===== config.mk =====
export PLATFORM = sky130hd
export DESIGN_NAME = insn_prefetch_queue
export DESIGN_NICKNAME = d
export VERILOG_FILES = /design/src/rtl/ipq_pkg.sv /design/src/rtl/ipq_fetch_ctl.sv /design/src/rtl/ipq_ring.sv /design/src/rtl/ipq_issue.sv /design/src/rtl/insn_prefetch_queue.sv
export SDC_FILE = /design/constraint.sdc
export NUM_CORES = 1
export LEC_CHECK = 0
export ABC_AREA = 1
export BUFFER_PORTS_ARGS = -buffer_cell sky130_fd_sc_hd__buf_2
export CAP_MARGIN = 20
export CORE_ASPECT_RATIO = 0.5
export CORE_UTILIZATION = 35
export CTS_CLUSTER_DIAMETER = 200
export DETAILED_ROUTE_END_ITERATION = 6
export GPL_TIMING_DRIVEN = 1
export PLACE_DENSITY = 0.56
export SYNTH_ARGS = -nofsm -noshare
export SYNTH_HDL_FRONTEND = slang
export SYNTH_SLANG_ARGS = --single-unit

===== constraint.sdc =====
create_clock -name clk -period 11.6 [get_ports clk]
set_clock_uncertainty 0.05 [all_clocks]
set_input_delay 0 -clock clk [delete_from_list [all_inputs] [get_ports clk]]
set_output_delay 0 -clock clk [all_outputs]
set_load 0.01 [all_outputs]

===== src/rtl/ipq_pkg.sv =====
package ipq_pkg;

    localparam int WORD_W = 32;
    localparam int HALF_W = 16;

    typedef logic [HALF_W-1:0] parcel_t;
    typedef logic [WORD_W-1:0] word_t;

    typedef struct packed {
        word_t insn;
        logic  len32;
    } issue_t;

    // A parcel with both low bits set opens a 32-bit instruction.
    function automatic logic parcel_is_long(parcel_t p);
        return p[1:0] == 2'b11;
    endfunction

    function automatic issue_t assemble(parcel_t lo, parcel_t hi);
        issue_t r;
        r.len32 = parcel_is_long(lo);
        r.insn  = r.len32 ? {hi, lo} : {{HALF_W{1'b0}}, lo};
        return r;
    endfunction

endpackage


===== src/rtl/ipq_fetch_ctl.sv =====
module ipq_fetch_ctl #(
    parameter int DEPTH = 6,
    parameter int AW = 32,
    parameter int TAGW = 2,
    parameter int CW = 3,
    parameter logic [AW-1:0] RESET_PC = '0
) (
    input  logic            clk,
    input  logic            rst,
    input  logic            flush,
    input  logic [AW-1:0]   flush_addr,
    input  logic [CW-1:0]   count,
    output logic            req_valid,
    input  logic            req_ready,
    output logic [AW-1:0]   req_addr,
    output logic [TAGW-1:0] req_tag,
    input  logic            rsp_valid,
    input  logic [TAGW-1:0] rsp_tag,
    output logic            push
);
    localparam logic [CW:0] LIMIT = (CW+1)'(DEPTH);

    logic [AW-1:0]   pc_q;
    logic [TAGW-1:0] tag_q;
    logic [CW-1:0]   infl_q;
    logic [CW:0]     booked;
    logic            accept;

    assign booked    = {1'b0, count} + {1'b0, infl_q};
    assign req_valid = booked < LIMIT;
    assign accept    = req_valid && req_ready;
    assign push      = rsp_valid && (rsp_tag == tag_q) && !flush;
    assign req_addr  = pc_q;
    assign req_tag   = tag_q;

    always_ff @(posedge clk) begin
        if (rst) begin
            pc_q   <= {RESET_PC[AW-1:2], 2'b00};
            tag_q  <= '0;
            infl_q <= '0;
        end else if (flush) begin
            pc_q   <= {flush_addr[AW-1:2], 2'b00};
            tag_q  <= tag_q + 1'b1;
            infl_q <= '0;
        end else begin
            if (accept)
                pc_q <= pc_q + AW'(4);
            infl_q <= infl_q + CW'(accept) - CW'(push);
        end
    end

    p_budget_r2: assert property (@(posedge clk) disable iff (rst)
        booked <= LIMIT);

    p_addr_step_r3: assert property (@(posedge clk) disable iff (rst)
        (accept && !flush) |=> req_addr == $past(req_addr) + AW'(4));

    p_new_tag_r9: assert property (@(posedge clk) disable iff (rst)
        flush |=> req_tag != $past(req_tag));

endmodule


===== src/rtl/ipq_ring.sv =====
module ipq_ring
    import ipq_pkg::*;
#(
    parameter int DEPTH = 6,
    parameter int CW = 3,
    parameter int IW = 3
) (
    input  logic          clk,
    input  logic          rst,
    input  logic          flush,
    input  logic          push,
    input  word_t         push_data,
    input  logic          pop,
    output logic [CW-1:0] count,
    output word_t         head_word,
    output word_t         next_word
);
    word_t         slot_q [DEPTH];
    logic [IW-1:0] head_q, tail_q, head_nx;
    logic [CW-1:0] cnt_q;

    function automatic logic [IW-1:0] bump(logic [IW-1:0] i);
        return (i == IW'(DEPTH-1)) ? '0 : i + 1'b1;
    endfunction

    assign head_nx   = bump(head_q);
    assign head_word = slot_q[head_q];
    assign next_word = slot_q[head_nx];
    assign count     = cnt_q;

    always_ff @(posedge clk) begin
        for (int s = 0; s < DEPTH; s++)
            if (push && tail_q == IW'(s))
                slot_q[s] <= push_data;
    end

    always_ff @(posedge clk) begin
        if (rst || flush) begin
            head_q <= '0;
            tail_q <= '0;
            cnt_q  <= '0;
        end else begin
            if (push) tail_q <= bump(tail_q);
            if (pop)  head_q <= head_nx;
            cnt_q <= cnt_q + CW'(push) - CW'(pop);
        end
    end

    p_no_overflow_r2: assert property (@(posedge clk) disable iff (rst)
        (push && !pop) |-> cnt_q < CW'(DEPTH));

    p_pop_nonempty_r7: assert property (@(posedge clk) disable iff (rst)
        pop |-> cnt_q != '0);

endmodule


===== src/rtl/ipq_issue.sv =====
module ipq_issue
    import ipq_pkg::*;
#(
    parameter int CW = 3,
    parameter int AW = 32,
    parameter logic [AW-1:0] RESET_PC = '0
) (
    input  logic          clk,
    input  logic          rst,
    input  logic          flush,
    input  logic [AW-1:0] flush_addr,
    input  logic [CW-1:0] count,
    input  word_t         head_word,
    input  word_t         next_word,
    input  logic          dec_ready,
    output logic          dec_valid,
    output word_t         dec_insn,
    output logic          dec_len32,
    output logic [AW-1:0] dec_pc,
    output logic          pop
);
    logic          half_q;
    logic [AW-1:0] pc_q;
    logic [CW+1:0] avail;
    parcel_t       lo, hi;
    issue_t        cand;
    logic          take;

    // halves held = two per filled slot, less one if the head's lower half was skipped
    assign avail = (count == '0) ? '0 : ({1'b0, count, 1'b0} - (CW+2)'(half_q));
    assign lo    = half_q ? head_word[31:16] : head_word[15:0];
    assign hi    = half_q ? next_word[15:0]  : head_word[31:16];
    assign cand  = assemble(lo, hi);

    assign dec_valid = (avail != '0) && (!cand.len32 || avail >= (CW+2)'(2));
    assign dec_insn  = cand.insn;
    assign dec_len32 = cand.len32;
    assign dec_pc    = pc_q;
    assign take      = dec_valid && dec_ready && !flush;
    assign pop       = take && (cand.len32 || half_q);

    always_ff @(posedge clk) begin
        if (rst) begin
            half_q <= RESET_PC[1];
            pc_q   <= {RESET_PC[AW-1:1], 1'b0};
        end else if (flush) begin
            half_q <= flush_addr[1];
            pc_q   <= {flush_addr[AW-1:1], 1'b0};
        end else if (take) begin
            pc_q   <= pc_q + (cand.len32 ? AW'(4) : AW'(2));
            half_q <= cand.len32 ? half_q : ~half_q;
        end
    end

    p_flush_empty_r8: assert property (@(posedge clk) disable iff (rst)
        flush |=> !dec_valid);

    p_pc_step_r10: assert property (@(posedge clk) disable iff (rst)
        take |=> dec_pc == $past(dec_pc) + ($past(dec_len32) ? AW'(4) : AW'(2)));

    p_span_r6: assert property (@(posedge clk) disable iff (rst)
        (dec_valid && dec_len32 && half_q) |-> count >= CW'(2));

    p_short_zero_r5: assert property (@(posedge clk) disable iff (rst)
        (dec_valid && !dec_len32) |-> dec_insn[31:16] == '0);

endmodule


===== src/rtl/insn_prefetch_queue.sv =====
module insn_prefetch_queue
    import ipq_pkg::*;
#(
    parameter int DEPTH = 6,
    parameter int AW = 32,
    parameter int TAGW = 2,
    parameter logic [AW-1:0] RESET_PC = '0
) (
    input  logic            clk,
    input  logic            rst,
    input  logic            flush,
    input  logic [AW-1:0]   flush_addr,
    output logic            fetch_req_valid,
    input  logic            fetch_req_ready,
    output logic [AW-1:0]   fetch_req_addr,
    output logic [TAGW-1:0] fetch_req_tag,
    input  logic            fetch_rsp_valid,
    input  logic [TAGW-1:0] fetch_rsp_tag,
    input  logic [31:0]     fetch_rsp_data,
    output logic            dec_valid,
    input  logic            dec_ready,
    output logic [31:0]     dec_insn,
    output logic            dec_len32,
    output logic [AW-1:0]   dec_pc
);
    localparam int CW = $clog2(DEPTH + 1);
    localparam int IW = (DEPTH > 1) ? $clog2(DEPTH) : 1;

    logic [CW-1:0] count;
    logic          push, pop;
    word_t         head_word, next_word;

    ipq_fetch_ctl #(.DEPTH(DEPTH), .AW(AW), .TAGW(TAGW), .CW(CW), .RESET_PC(RESET_PC)) u_fetch (
        .clk(clk), .rst(rst), .flush(flush), .flush_addr(flush_addr), .count(count),
        .req_valid(fetch_req_valid), .req_ready(fetch_req_ready),
        .req_addr(fetch_req_addr), .req_tag(fetch_req_tag),
        .rsp_valid(fetch_rsp_valid), .rsp_tag(fetch_rsp_tag), .push(push)
    );

    ipq_ring #(.DEPTH(DEPTH), .CW(CW), .IW(IW)) u_ring (
        .clk(clk), .rst(rst), .flush(flush), .push(push), .push_data(fetch_rsp_data),
        .pop(pop), .count(count), .head_word(head_word), .next_word(next_word)
    );

    ipq_issue #(.CW(CW), .AW(AW), .RESET_PC(RESET_PC)) u_issue (
        .clk(clk), .rst(rst), .flush(flush), .flush_addr(flush_addr), .count(count),
        .head_word(head_word), .next_word(next_word), .dec_ready(dec_ready),
        .dec_valid(dec_valid), .dec_insn(dec_insn), .dec_len32(dec_len32),
        .dec_pc(dec_pc), .pop(pop)
    );

    p_reset_idle_r1: assert property (@(posedge clk) rst |=> !dec_valid);

endmodule


### Yosys cells after proc, flatten, opt, wreduce, memory -nomap -nowiden

Memory sizes are Yosys's and may differ from the RTL's. A register that Yosys moved wholly into a read port is not among the register bits.
Index checks and enable logic that the tools add are counted.

| word-level totals | value |
|---|---|
| bits in registers | 79 |
| memories | 1 |
| input port bits | 72 |
| output and inout port bits | 101 |
| memory bits (writable) | 192 |

| cells by class | value |
|---|---|
| mux-type cells | 43 |
| eq/ne operators | 9 |
| order comparisons | 2 |
| bitwise gates (word level) | 1 |
| reductions and logical operators | 30 |
| add/sub/neg operators | 11 |

Memories:

| memory | words | bits a word | read ports | clocked after memory_dff | write ports | RTL line | source |
|---|---|---|---|---|---|---|---|
| u_ring.slot_q | 6 | 32 | 2 | 1 | 1 | ipq_ring.sv:18 | `word_t slot_q [DEPTH];` |

Operators by type and width:

| cell | number |
|---|---|
| two-way mux 32 bit | 10 |
| OR reduction 32 bit | 5 |
| adder 32 x 3 -> 32 bit, second input constant | 1 |
| adder 32 bit | 1 |
| two-way mux 16 bit | 2 |
| two-way mux 3 bit | 10 |
| two-way mux 1 bit | 20 |
| logical AND 1 bit | 13 |
| == test 3 bit, second input constant | 3 |
| adder 3 x 1 -> 3 bit | 2 |
| adder 3 x 1 -> 3 bit, second input constant | 2 |
| == test 3 x 2 -> 1 bit, second input constant | 2 |
| zero test 3 bit | 2 |
| subtractor 3 x 1 -> 3 bit | 2 |
| greater-or-equal comparator 5 x 2 -> 1 bit, second input constant | 1 |
| two-way mux 5 bit | 1 |
| nonzero test 5 bit | 1 |
| subtractor 4 x 1 -> 5 bit | 1 |
| adder 3 x 3 -> 4 bit | 1 |
| < comparator 4 x 3 -> 1 bit, second input constant | 1 |
| nonzero test 2 bit | 2 |
| == test 3 x 1 -> 1 bit, second input constant | 1 |
| logical OR 1 bit | 3 |
| adder 2 x 1 -> 2 bit, second input constant | 1 |
| 7 further kinds | 8 |

### Depth between registers and ports, before layout

Gate-level depths: netlist (run 1).

| depth | value |
|---|---|
| word-level depth | 12 |
| mapped depth | 24 |
| gate-level depth less buffers | 23 |

### Hierarchy

Synthesis (run 1) repeated with hierarchy kept, for this count alone.

| second synthesis, totals | value |
|---|---|
| cell total of the unflattened synthesis | 2,014 |
| area, all modules | 15,476.1 µm² |

Modules (own cells, without submodules):

| module | area each (µm²) | seq. area each (µm²) | times used | cells each |
|---|---|---|---|---|
| ipq_ring | 9,959.6 | 6,005.8 | 1 | 1,074 |
| ipq_issue | 2,947.8 | 640.6 | 1 | 535 |
| ipq_fetch_ctl | 2,568.7 | 700.7 | 1 | 405 |

### Worst setup path before layout (run 1)

No wires, ideal clock.

| path | value |
|---|---|
| kind | reg-to-reg |
| from | register u_fetch.tag_q[0] (netlist: u_fetch.req_tag[0]) |
| to | memory u_ring.slot_q[5][0] (netlist bit) (enable) |
| cell stages (with the launch flop) | 7 |
| required time | 11.086 ns |
| path buffers | 0 |
| library setup time | 0.464 ns |
| period minus slack after synthesis | 3.720 ns |
| path slack | 7.880 ns |
| arrival | 3.206 ns |
| cell sequence | dfxtp_1 inv_1 nand2_1 nand3_1 nor2_1 inv_1 nor3_1 |

| between the ends | value |
|---|---|
| longest elaborated chain between the ends | 12 |
| elaborated cells on any way between the ends | 36 |
| those cells by class | eq/ne: 1; mux: 22; reduce/logical: 13 |

Ends and longest elaborated chain:

| item | RTL line | source |
|---|---|---|
| start, declared | ipq_fetch_ctl.sv:24 | `logic [TAGW-1:0] tag_q;` |
| start signal, assigned | ipq_fetch_ctl.sv:43 | `tag_q <= tag_q + 1'b1;` |
| == test 2 bit * | ipq_fetch_ctl.sv:32 | `assign push = rsp_valid && (rsp_tag == tag_q) && !flush;` |
| logical AND 1 bit * (2 in series) | ipq_fetch_ctl.sv:32 |  |
| via push | insn_prefetch_queue.sv:30 | `logic push, pop;` |
| logical AND 1 bit | ipq_ring.sv:33 | `if (push && tail_q == IW'(s))` |
| two-way mux 1 bit | ipq_ring.sv:33 |  |
| two-way mux 1 bit (not written as such) | ipq_ring.sv:34 | `slot_q[s] <= push_data;` |
| OR reduction 32 bit (no line) | n/a |  |
| two-way mux 3 bit (no line) / two-way mux 1 bit (equally long branches) (5 in series) | n/a |  |
| end, declared | ipq_ring.sv:18 |  |

The timed path passes the listed nets; every way through them passes the cells marked *.

==> results of run 1 <==
## state kept, by name (all words and copies together), names as in the netlist, named ones only
signal and flops:
u_ring.tail_q 3, u_ring.count 3, u_fetch.req_tag 2, u_issue.half_q 1, u_fetch.infl_q 3, u_ring.slot_q 192
u_ring.head_q 3, u_issue.dec_pc 31, u_fetch.req_addr 30
## through the flow
step | hold WS, ns | cell area, sq um
floorplan | 0.0489 | 13700
finish | 0.0245 | 16500
global placement | 0.192 | 14900
global route | 0.0481 | 16500
CTS | 0.0183 | 16500
detailed placement | 0.195 | 14900
## layout by cell type (no fill, tap or decap), drive strengths merged, types with 2 or more instances in the layout
| cell type | instances |
|---|---|
| o22ai | 16 |
| nor3 | 35 |
| ha | 12 |
| a21oi | 104 |
| edfxtp | 192 |
| bufinv | 3 |
| nand3b | 2 |
| nor2 | 143 |
| nand2 | 336 |
| nor4 | 5 |
| fa | 4 |
| nand4 | 16 |
| clkinv | 12 |
| dfxtp | 79 |
| nand3 | 79 |
| conb | 3 |
| a211oi | 14 |
| xor2 | 34 |
| inv | 144 |
| buf | 184 |
| a31oi | 21 |
| clkbuf | 37 |
| or2 | 4 |
| xnor2 | 18 |
| o21ai | 210 |
| o211ai | 18 |
| dlygate4sd3 | 69 |
## worst paths after layout
| kind | cells after the start | end | slack [ns] | start |
|---|---|---|---|---|
| hold / removal | 3 | u_fetch.req_addr[30] | 0.02 | rst |
| setup reg to reg | 19 | u_issue.dec_pc[19] | 6.61 | flip-flop |
| hold reg to reg | 2 | u_fetch.infl_q[2] | 0.43 | u_fetch.infl_q[2] |
| setup / recovery | 19 | u_issue.dec_pc[19] | 6.61 | flip-flop |
## power breakdown
group	total [mW]	leakage [nW]	switching [mW]	internal [mW]
logic	0.165	3.58	0.0984	0.0668
registers	1.07	2.38	0.0198	1.05
clock network	0.880	0.418	0.381	0.499
total	2.12	6.38	0.499	1.62
## per-layer routing
metal / routed length [microns] / part of all wire / vias to the layer above
met2: 18900 / 0.48 / 266
met5: 0 / 0 / -
met1: 17300 / 0.44 / 5465
met3: 1860 / 0.048 / 55
met4: 952 / 0.024 / 0
li1: - / - / 5799
## critical path, delay by kind of cell, from the launching register on
kind,cells,cell delay (ns)
compound gates,1,0.14
xor+xnor,1,0.15
flops,1,0.95
simple gates,14,2.17
buf+inv,2,0.85
fa+ha+maj,1,0.54
## cell families after synthesis
group	share of synthesized area
xor gates and xnor gates	0.0333
AOI/OAI and AO/OA	0.152
buffers and inverters	0.0699
other	0.000274
DFF	0.537
adders and majority gates	0.0168
and+or+nand+nor	0.191
## final cells by class
cell class | instances | area, sq um
timing repair buffer | 253 | 1660
inverter | 146 | 551
clock inverter | 13 | 151
clock buffer | 37 | 713
multi-input combinational | 1080 | 5430
tap | 520 | 651
fill | 3804 | 21500
sequential | 271 | 7350
==> results.sh, run 1 <==
export IMPL_run_status="complete, no violations"
export IMPL_synth_cell_types=46
export IMPL_dieArea_sq_mm=0.0400
export IMPL_drc=0
export IMPL_crit_chain="inv_2 > nand2_1 > nand3_1 > nand2_1 > nand2_1 > nand2_1 > nand2_2 > nor2_4 > inv_1 > fa_1 > nor3_2 > nand2_1 > nor2_1 > nand3_1 > xnor2_1 > nand2_1 > nand2_1 > nand2_1 > a21oi_1"
export IMPL_post_route_period_util=0.430
export IMPL_drt_pass1_iterations=5
export IMPL_dp_hpwl_microns=24300
export IMPL_hold_viol_final=0
export IMPL_path_common_cell="nand2_1"
export IMPL_drv_cap=0
export IMPL_fin_crit_ns=4.99
export IMPL_grt_pass1_wl_microns=60500
export IMPL_syn_to_final_growth_pct=20.6
export IMPL_cts_buffers=27
export IMPL_start_util=0.360
export IMPL_grtUsageMet2=0.335
export IMPL_antennaDiodeCount=0
export IMPL_die_h_microns=142
export IMPL_cts_root_buf="clkbuf_16"
export IMPL_fp_dieW_microns=282
export IMPL_first_global_vias=10900
export IMPL_vias=11600
export IMPL_grtUsageMet1=0.252
export IMPL_boundaryPins=173
export IMPL_postLayoutCoreUtil=0.435
export IMPL_worst_slack_ns=6.61
export IMPL_crit_slowest_cell="dfxtp_1"
export IMPL_drv_slew=0
export IMPL_antenna_found_initial=0
export IMPL_pre_cts_ws_ns=6.53
export IMPL_post_cts_resize_count=0
export IMPL_async_reset_ff_frac=0
export IMPL_clkTransAtPathRegs_ns=0.06
export IMPL_clk_insertion_delay_late_ns=0.57
export IMPL_stdcell_count=2320
export IMPL_endpoint_kind="flip-flop"
export IMPL_totalNegativeSetupSlack_ns=0
export IMPL_syn_avg_cell_area_sq_um=8.65
export IMPL_powerDensity_mw_per_mm2=128
export IMPL_cts_htree_levels=1
export IMPL_post_cts_setup_buffer_count=0
export IMPL_slew_headroom=0.304
export IMPL_power_leakage_nw=6.38
export IMPL_nets=1867
export IMPL_synthesis_area_sq_mm=0.0137
export IMPL_grt_total_usage=0.194
export IMPL_synth_edff_count=192
export IMPL_ys_flop_type="edfxtp_1"
export IMPL_setup_viol=0
export IMPL_tritoncts="built"
export IMPL_critPathLaunchType="flip-flop"
export IMPL_ys_warn_count=0
export IMPL_clock_sinks=271
export IMPL_synth_most_common_cell="nand2_1"
export IMPL_drt_iter0_markers=744
export IMPL_core_sq_mm=0.0380
export IMPL_grt_busiest_layer="met2"
export IMPL_drive_gt1_frac=0.138
export IMPL_hold_path_class="in2reg"
export IMPL_grt_overflow=0
export IMPL_port_buffers=168
export IMPL_ys_seq_area_frac=0.537
export IMPL_arrival_ns=5.41
export IMPL_synth_top_cell_area_share=0.421
export IMPL_ys_ff_latch=271
export IMPL_dpl_cell_count=2200
export IMPL_max_stage_delay_ns=0.95
export IMPL_cp_max_fo=48
export IMPL_ir_drop_mv=0.102
export IMPL_wl_per_cell_microns=16.8
export IMPL_setup_worst_path_class="reg2reg"
export IMPL_ant_nets=0
export IMPL_synth_area_leaders="edfxtp_1 (42%), dfxtp_1 (12%), nand2_1 (9.1%)"
export IMPL_worst_ep_required_time_ns=12.02
export IMPL_grtUsageMet3=0.0300
export IMPL_worst_pin_slew_ns=1.04
export IMPL_yosysTopAreaCell="edfxtp_1"
export IMPL_synthTopCellsByCount="nand2_1 (331), o21ai_0 (196), edfxtp_1 (192), inv_1 (140), nor2_1 (139)"
export IMPL_grt_setup_unrepaired="false"
export IMPL_ctsLongestPathBuffers=3
export IMPL_vias_per_cell=4.99
export IMPL_std_cell_rows=50
export IMPL_fmax_ghz=0.201
export IMPL_ctsHoldBuffers=69
export IMPL_grt_max_degree=100
export IMPL_gp_congestion=0.895
export IMPL_routed_wl_microns=39000
export IMPL_finalPower_mw=2.12
export IMPL_synthCells=1582
(Power assumes the default switching activity.)
==> run 2, diff against run 1 <==
--- a/config.mk
+++ b/config.mk
@@ -5,7 +5,7 @@
 export SDC_FILE = /design/constraint.sdc
 export NUM_CORES = 1
 export LEC_CHECK = 0
-export ABC_AREA = 1
+export ABC_AREA = 0
 export BUFFER_PORTS_ARGS = -buffer_cell sky130_fd_sc_hd__buf_2
 export CAP_MARGIN = 20
 export CORE_ASPECT_RATIO = 0.5
@@ -13,7 +13,7 @@
 export CTS_CLUSTER_DIAMETER = 200
 export DETAILED_ROUTE_END_ITERATION = 6
 export GPL_TIMING_DRIVEN = 1
-export PLACE_DENSITY = 0.56
+export PLACE_DENSITY = 0.58
 export SYNTH_ARGS = -nofsm -noshare
 export SYNTH_HDL_FRONTEND = slang
 export SYNTH_SLANG_ARGS = --single-unit
==> constraint.sdc (replaced) <==
create_clock -name clk -period 4.5 [get_ports clk]
set_clock_uncertainty 0.05 [all_clocks]
set_input_delay 0 -clock clk [delete_from_list [all_inputs] [get_ports clk]]
set_output_delay 0 -clock clk [all_outputs]
set_load 0.01 [all_outputs]
==> run 2 against run 1 <==
Compared with the run above:
- critical path depth shrank 8
- area after synthesis shrank 4.9%
- critical path type unchanged
- non-clock buffer count grew 3
- worst setup slack lost 5.8 ns
- utilization grew 0.13 points
- critical endpoint is now u_issue.dec_pc[24]
- the run now ends with design-rule violations left
- cell area shrank 4.3%
- largest power group unchanged
==> results.sh, run 2 <==
export IMPL_fill_cells=3340
export IMPL_die_h_microns=138
export IMPL_path_common_cell="o31a_1"
export IMPL_ir_drop_mv=0.268
export IMPL_routed_wl_microns=34800
export IMPL_powerDensity_mw_per_mm2=338
export IMPL_crit_slowest_cell="dfxtp_4"
export IMPL_nets=1360
export IMPL_largest_reg_flops=192
export IMPL_wl_per_cell_microns=19.6
export IMPL_dpl_cell_count=1660
export IMPL_drv_cap=0
export IMPL_ys_warn_count=0
export IMPL_yosysTopAreaCell="edfxtp_1"
export IMPL_power_leakage_nw=5.60
export IMPL_boundaryPins=173
export IMPL_vias=9289
export IMPL_grt_max_degree=73
export IMPL_synth_edff_count=192
export IMPL_ctsLongestPathBuffers=3
export IMPL_start_util=0.359
export IMPL_post_cts_resize_count=0
export IMPL_failed_checks="design-rule violations"
export IMPL_ant_nets=0
export IMPL_hold_path_class="in2reg"
export IMPL_ys_ff_latch=271
export IMPL_antennaDiodeCount=0
export IMPL_fp_dieW_microns=275
export IMPL_std_cell_rows=49
export IMPL_antenna_found_initial=1
export IMPL_clock_sinks=271
export IMPL_dp_hpwl_microns=22700
export IMPL_syn_avg_cell_area_sq_um=12.4
export IMPL_clkTransAtPathRegs_ns=0.06
export IMPL_stdcell_count=1775
export IMPL_drv_slew=0
export IMPL_dpl_cell_area_sq_mm=0.0143
export IMPL_grt_setup_unrepaired="false"
export IMPL_largest_register="u_ring.slot_q"
export IMPL_critPathLaunchType="flip-flop"
export IMPL_fmax_ghz=0.271
export IMPL_drc=11
export IMPL_cts_root_buf="clkbuf_16"
export IMPL_synthCells=1052
export IMPL_clk_insertion_delay_late_ns=0.56
export IMPL_slew_headroom=0.270
export IMPL_drt_iter0_markers=704
export IMPL_most_common_layout_cells="edfxtp_1 (192), buf_2 (168), nor2_1 (89), a21oi_1 (88), dfxtp_1 (76)"
export IMPL_dieArea_sq_mm=0.0380
export IMPL_worst_pin_slew_ns=1.09
export IMPL_port_buffers=168
export IMPL_synth_cell_types=66
export IMPL_cp_max_fo=32
export IMPL_postLayoutCoreUtil=0.436
export IMPL_run_status="complete, but fails checks"
export IMPL_syn_to_final_growth_pct=21.4
export IMPL_grt_pass1_wl_microns=53800
export IMPL_fin_crit_ns=3.69
export IMPL_cts_buffers=27
export IMPL_setup_worst_path_class="reg2reg"
export IMPL_grt_overflow=0
export IMPL_ys_seq_area_frac=0.565
export IMPL_gp_congestion=0.847
export IMPL_drive_gt1_frac=0.232
export IMPL_grt_total_usage=0.181
export IMPL_mostFrequentLayoutCell="edfxtp_1"
export IMPL_vias_per_cell=5.23
export IMPL_setup_viol=0
export IMPL_arrival_ns=4.09
export IMPL_design_area_sq_mm=0.0158
export IMPL_core_sq_mm=0.0362
export IMPL_post_route_period_util=0.820
export IMPL_synth_top_cell_area_share=0.443
export IMPL_synth_most_common_cell="edfxtp_1"
export IMPL_max_stage_delay_ns=0.48
export IMPL_synthTopCellsByCount="edfxtp_1 (192), nor2_1 (91), a21oi_1 (88), dfxtp_1 (79), inv_1 (49)"
export IMPL_hold_viol_final=0
export IMPL_async_reset_ff_frac=0
export IMPL_worst_ep_required_time_ns=4.90
export IMPL_totalNegativeSetupSlack_ns=0
export IMPL_tritoncts="built"
export IMPL_ys_flop_type="edfxtp_1"
export IMPL_drt_pass1_iterations=7
export IMPL_cts_htree_levels=1
export IMPL_synthesis_area_sq_mm=0.0130
export IMPL_endpoint_kind="flip-flop"
export IMPL_synth_area_leaders="edfxtp_1 (44%), dfxtp_1 (12%), mux4_2 (7.6%)"
export IMPL_crit_chain="mux2_2 > a211oi_2 > nand4b_4 > buf_4 > inv_1 > ha_1 > a21oi_1 > nor2_1 > o211ai_4 > o31a_1 > o31a_1"
export IMPL_first_global_vias=9442
run 2: critical path: cells and delay by family (launching register included):
| family | cells | cell delay, ns |
|---|---|---|
| compound gates | 5 | 1.25 |
| buf+inv | 2 | 0.57 |
| fa+ha+maj | 1 | 0.31 |
| flops | 1 | 0.48 |
| simple gates | 2 | 0.53 |
| mux | 1 | 0.38 |
run 2: power by group:
group	internal (mW)	switching, mW	total, mW
registers	2.72	0.0610	2.78
clock network	1.17	0.954	2.12
logic	0.197	0.242	0.440
total	4.08	1.26	5.34
run 2: layer usage:
layer	share of wire	track usage	up-vias
met4	0.018	0.0398	2
met2	0.52	0.325	230
met1	0.42	0.232	4642
li1	-	-	4371
met3	0.045	0.0250	44
met5	0.00037	0	-
run 2: final timing paths:
kind | depth (start not counted) | slack [ns] | from | to
max reg2reg | 11 | 0.81 | flip-flop | u_issue.dec_pc[24]
min | 5 | 0.04 | dec_ready | flip-flop
max | 11 | 0.81 | flip-flop | u_issue.dec_pc[24]
min reg2reg | 2 | 0.49 | u_issue.dec_pc[10] | u_issue.dec_pc[10]
run 2: what timing repair did:
action,CTS,global route
hold buffers,66,0
endpoints found under the hold margin,256,0
buffers inserted,0,0
run 2: through the flow:
stage / hold WS (ns) / worst slack (ns) / total power, mW
floorplan: 0.0489 / 0.376 / 3.05
global placement: 0.187 / 0.896 / 3.22
detailed placement: 0.191 / 0.832 / 3.23
finish: 0.0379 / 0.811 / 5.34
CTS: 0.0226 / 0.797 / 5.39
global route: 0.0825 / 0.497 / 5.52
run 2: logic make-up (layout without fill, tap and decap cells):
logic type                 after synthesis  after routing  synth area share
and+or+nand+nor                        288            288             0.114
DFF                                    271            271             0.565
AOI/OAI and AO/OA                      204            204             0.105
buffers and inverters                  116            353            0.0395
muxes                                  108            108             0.127
xor gates and xnor gates                48             48            0.0323
adders and majority gates               16             16            0.0177
other                                    1              3          0.000288
run 2: cell type report:
type	count	area, sq um	share of cell area
clock inverter	12	97.6	0.00618
tap	484	606	0.0383
multi-input combinational	667	5170	0.327
clock buffer	36	709	0.0449
inverter	49	184	0.0116
timing repair buffer	256	1680	0.106
sequential	271	7350	0.466
